==> src/rtl/presettable_counter_pkg.sv <==
package presettable_counter_pkg;
  typedef enum logic [1:0] {
    OP_HOLD  = 2'd0,
    OP_COUNT = 2'd1,
    OP_LOAD  = 2'd2,
    OP_CLEAR = 2'd3
  } ctr_op_e;
endpackage

==> src/rtl/ctr_rst_sync.sv <==
module ctr_rst_sync #(
  parameter int unsigned STAGES = 2
) (
  input  logic clk_i,
  input  logic rst_ni,
  output logic rst_sync_no
);
  logic [STAGES-1:0] chain_q;
  logic [STAGES-1:0] chain_d;

  always_comb begin
    chain_d = {chain_q[STAGES-2:0], 1'b1};
  end

  always_ff @(posedge clk_i or negedge rst_ni) begin
    if (!rst_ni) begin
      chain_q <= '0;
    end else begin
      chain_q <= chain_d;
    end
  end

  assign rst_sync_no = chain_q[STAGES-1];
endmodule

==> src/rtl/ctr_op_decode.sv <==
module ctr_op_decode
  import presettable_counter_pkg::*;
(
  input  logic    clear_ni,
  input  logic    load_ni,
  input  logic    en_par_i,
  input  logic    en_trk_i,
  output ctr_op_e op_o
);
  // Fixed priority: clear, then load, then count (both enables), else hold.
  always_comb begin
    if (!clear_ni) begin
      op_o = OP_CLEAR;
    end else if (!load_ni) begin
      op_o = OP_LOAD;
    end else if (en_par_i && en_trk_i) begin
      op_o = OP_COUNT;
    end else begin
      op_o = OP_HOLD;
    end
  end
endmodule

==> src/rtl/ctr_next_value.sv <==
module ctr_next_value
  import presettable_counter_pkg::*;
#(
  parameter int unsigned WIDTH = 4
) (
  input  ctr_op_e          op_i,
  input  logic [WIDTH-1:0] cur_i,
  input  logic [WIDTH-1:0] data_i,
  output logic [WIDTH-1:0] nxt_o,
  output logic             upd_o
);
  localparam logic [WIDTH-1:0] ONE = WIDTH'(1);

  always_comb begin
    unique case (op_i)
      OP_CLEAR: nxt_o = '0;
      OP_LOAD:  nxt_o = data_i;
      OP_COUNT: nxt_o = cur_i + ONE;
      default:  nxt_o = cur_i;
    endcase
    upd_o = (op_i != OP_HOLD);
  end
endmodule

==> src/rtl/ctr_carry_detect.sv <==
module ctr_carry_detect #(
  parameter int unsigned WIDTH = 4
) (
  input  logic [WIDTH-1:0] cur_i,
  input  logic             en_trk_i,
  output logic             carry_o
);
  localparam logic [WIDTH-1:0] TERMINAL = {WIDTH{1'b1}};

  assign carry_o = en_trk_i && (cur_i == TERMINAL);
endmodule

==> src/rtl/presettable_counter.sv <==
module presettable_counter
  import presettable_counter_pkg::*;
#(
  parameter int unsigned WIDTH       = 4,
  parameter int unsigned SYNC_STAGES = 2
) (
  input  logic             clk_i,
  input  logic             rst_ni,
  input  logic             clear_ni,
  input  logic             load_ni,
  input  logic [WIDTH-1:0] data_i,
  input  logic             en_par_i,
  input  logic             en_trk_i,
  output logic [WIDTH-1:0] count_o,
  output logic             carry_o
);
  logic             rst_int_n;
  ctr_op_e          op;
  logic [WIDTH-1:0] count_q;
  logic [WIDTH-1:0] count_d;
  logic             count_en;

  ctr_rst_sync #(.STAGES(SYNC_STAGES)) u_rst_sync (
    .clk_i       (clk_i),
    .rst_ni      (rst_ni),
    .rst_sync_no (rst_int_n)
  );

  ctr_op_decode u_decode (
    .clear_ni (clear_ni),
    .load_ni  (load_ni),
    .en_par_i (en_par_i),
    .en_trk_i (en_trk_i),
    .op_o     (op)
  );

  ctr_next_value #(.WIDTH(WIDTH)) u_next (
    .op_i   (op),
    .cur_i  (count_q),
    .data_i (data_i),
    .nxt_o  (count_d),
    .upd_o  (count_en)
  );

  always_ff @(posedge clk_i or negedge rst_int_n) begin
    if (!rst_int_n) begin
      count_q <= '0;
    end else if (count_en) begin
      count_q <= count_d;
    end
  end

  ctr_carry_detect #(.WIDTH(WIDTH)) u_carry (
    .cur_i    (count_q),
    .en_trk_i (en_trk_i),
    .carry_o  (carry_o)
  );

  assign count_o = count_q;
endmodule

==> config.mk <==
export PLATFORM = sky130hd
export DESIGN_NAME = presettable_counter
export DESIGN_NICKNAME = d
export VERILOG_FILES = /design/src/rtl/presettable_counter_pkg.sv /design/src/rtl/ctr_rst_sync.sv /design/src/rtl/ctr_op_decode.sv /design/src/rtl/ctr_next_value.sv /design/src/rtl/ctr_carry_detect.sv /design/src/rtl/presettable_counter.sv
export SDC_FILE = /design/constraint.sdc
export NUM_CORES = 1
export LEC_CHECK = 0
export BUFFER_PORTS_ARGS = -buffer_cell sky130_fd_sc_hd__clkbuf_2
export CAP_MARGIN = 40
export CORE_AREA = 2 2 39 41
export CTS_CLUSTER_DIAMETER = 100
export CTS_CLUSTER_SIZE = 14
export DETAILED_ROUTE_END_ITERATION = 7
export DIE_AREA = 0 0 41 43
export SLEW_MARGIN = 20
export SYNTH_ARGS = -nofsm -noshare
export SYNTH_HDL_FRONTEND = slang
export SYNTH_SLANG_ARGS = --single-unit
==> constraint.sdc <==
create_clock -name clk_i -period 1.1 [get_ports clk_i]
set_input_delay 0.11 -clock clk_i [delete_from_list [all_inputs] [get_ports clk_i]]
set_output_delay 0.11 -clock clk_i [all_outputs]
set_load 0.05 [all_outputs]
==> results.md <==
* Outcome: finished with violations
* Failing checks: setup timing
* Combinational Power Share at 0.255
* # IOs at 15
* CP top delay family: flip-flops
* WP buf/inv at 1
* Dominant cells by area after synthesis: dfrtp_1, xor2_1, nand3_1, o21ai_0, ha_1
* Hold_ws at 0.05102 ns
* Post-Route Utilization at 0.3924
* Detailed-route via count at 277
* Worst EP arrival at 1.14 ns
* Drt wl/cell at 10.18 um
* Reg area at 155.1 um^2
* WS Path Type: flip-flop to output pin
* Synth-to-layout area growth at 94.62%
* Bufs on Longest Clock Path at 2
* Net Switching at 0.1817 mW
* Pins Over Slew Limit at 0
* Crit-path max FO at 2
* Vias/cell at 4.134
* Fmax achieved at 800.2 MHz
* Iter 0 DRT Violations at 5
* H-tree levels at 1
* Post-route clock skew at 0.004300 ns
* Max-cap viol count at 0
* Placer Congestion at 0.6385
* Drt drc at 0
* Final min period at 1.250 ns
* Final setup viols at 5
* Clock power share at 0.345
* Largest net degree at the start of global routing at 9
* Switch share at 0.2867
* Nets at 63
* Flop and latch count out of synthesis at 6
* Final worst slack at -0.1497 ns
* Worst R2R Start: count_o[1]$_DFFE_PN0P_
* Post-Synthesis Cells at 27
* Netlist Area Pre-Place at 279.0 um^2
* Avg Inst Size Synth at 10.33 um^2
* Dpl ws at -0.004728 ns
* Slowest-stage cell, CP: dfrtp_2
* First-pass DRT Iterations at 3
* PortBufs at 14
* Initial antenna violation count at 0
* Final Non-Filler Cells at 67
* Flop pwr share at 0.399
* CTS buffer count at 3
* Share of cells above drive strength 1 at 0.6471
* Pwr Density at 1167 nW/um^2
* Placed Instance Area at 410.4 um^2
* Reg-to-reg slack, setup at -0.08 ns
* Unrepaired setup endpoints after global routing: yes
* Pint at 0.4522 mW
* Critical Path, Cell by Cell: ha_4 -> and4_4 -> clkbuf_16
* Syn Nets at 38
* Synth cell types at 16
* Total Wirelength at 682 um
* Worst skew pair latency at 0.25 ns
* Worst r2r path cells at 5
* Sequential area share after synthesis at 0.5381
* Fillers at 144
* Synth top area share at 0.5381
* Antenna fix cells at 0
* Die Span Y at 43 um
* Die X at 41 um
* Synth area leader: dfrtp_1
* CP required at 0.99 ns
* Syn. warnings at 0
* CORE AREA at 1384 um^2
* Most frequent cells in the layout: clkbuf_2, buf_4, dfrtp_2
* Worst reg2reg endpoint: count_o[3]$_DFFE_PN0P_
* CP Capture Type: output pin
* Total track usage at 0.09808
* Area of the multi-input gates at 160.2 um^2
* Leak at 0.2430 nW
* Row count at 14
* Vias in the first global route at 287
* Final hold violation count at 0
* CP Launch Type: flip-flop
* Global-route wire length before repair at 1.138 mm
* Clock Sinks at 6
* Initial Utilization at 0.2016
* Placed Cells at 58
* CTS tree: built
* Commonest non-fill, non-tap cell in the layout: clkbuf_2
* CP peak stage delay at 0.42 ns
* Design Area, Final at 543.0 um^2
* Clk root buf: clkbuf_4
* Crit share post-route at 1.136
* Clock slew at reported path FFs at 0.05 ns
* Post-DRT Antenna Nets at 0
* Die area at 1763 um^2
* Max IR drop VDD at 0.0004607 V
* Hold Crit Class: flip-flop to asynchronous set/reset pin
* Global route overflow at 0
worst reg2reg max path, delay by kind of cell, from the launching register on:
family,cells,cell delay (ns)
buf+inv,2,0.20
simple gates,2,0.39
compound gates,1,0.13
flops,1,0.38
cell usage after synthesis:
cell type / instances
inv_1: 1
a211oi_1: 1
nor2_1: 2
ha_1: 1
nand2_2: 1
nand2_1: 1
dfrtp_1: 6
a311oi_1: 1
o21ai_0: 3
or3_1: 1
a21oi_1: 1
and4_2: 1
nand3_1: 3
conb_1: 1
a31oi_1: 1
xor2_1: 2
timing repair:
item,4_1_cts,5_1_grt
hold endpoints to repair,2,0
buffers inserted,4,0
hold buffers,1,0
gates resized for setup,9,1
endpoints found under the setup margin,2,7
pin swaps,1,1
registers in the layout, indices dropped and copies added, names as in the netlist:
signal	count
u_rst_sync.chain_q	2
count_o	4
per-layer routing:
layer  vias up  share of wire  wire length [um]  global-route usage
met5         -              0                 0                   0
met1       115           0.48               327              0.1316
met4         0              0                 0             0.06000
met2        17           0.43               290              0.1313
li1        145              -                 -                   -
met3         0          0.094                64             0.03141
power groups by stage:
stage          clock network (mW)  registers (mW)  logic, mW
2_1_floorplan                   0           0.296     0.0306
3_3_place_gp                    0           0.259      0.116
4_1_cts                     0.233           0.253      0.159
5_1_grt                     0.244           0.255      0.175
6_report                    0.219           0.253      0.162
3_5_place_dp                    0           0.260      0.115
metrics by stage:
| step | setup TNS [ns] | total power [mW] |
|---|---|---|
| final | -0.3531 | 0.6340 |
| after global placement | 0 | 0.3750 |
| after global routing | -0.5423 | 0.6741 |
| after CTS | -0.3723 | 0.6456 |
| after floorplan | -0.1651 | 0.3267 |
| after detailed placement | -0.004728 | 0.3748 |
how the worst max path moves through the flow:
stage	slack, ns	start	cells after the start	endpoint
2_1_floorplan	-0.06	count_o[0]$_DFFE_PN0P_	3	count_o[1]$_DFFE_PN0P_
3_3_place_gp	0.01	count_o[0]$_DFFE_PN0P_	3	carry_o
3_5_place_dp	-0.005	count_o[0]$_DFFE_PN0P_	3	carry_o
4_1_cts	-0.16	count_o[0]$_DFFE_PN0P_	3	carry_o
5_1_grt	-0.18	count_o[0]$_DFFE_PN0P_	3	carry_o
6_report	-0.15	count_o[0]$_DFFE_PN0P_	3	carry_o
final cells by class:
class | instances | area share
repair buffers | 20 | 0.3272
multi-input cells | 20 | 0.2949
flip-flops and latches | 6 | 0.2857
clock buffers | 4 | 0.04839
well taps | 16 | 0.03687
inverters | 1 | 0.006912
kinds of logic after synthesis:
family	Yosys count	synth area share
buffers and inverters	1	0.01344
AOI/OAI and AO/OA	7	0.1525
and+or+nand+nor	9	0.1749
DFF	6	0.5381
other	1	0.01344
adders and majority gates	1	0.04484
xor gates and xnor gates	2	0.06279
Power figures use the tool's default switching activity.
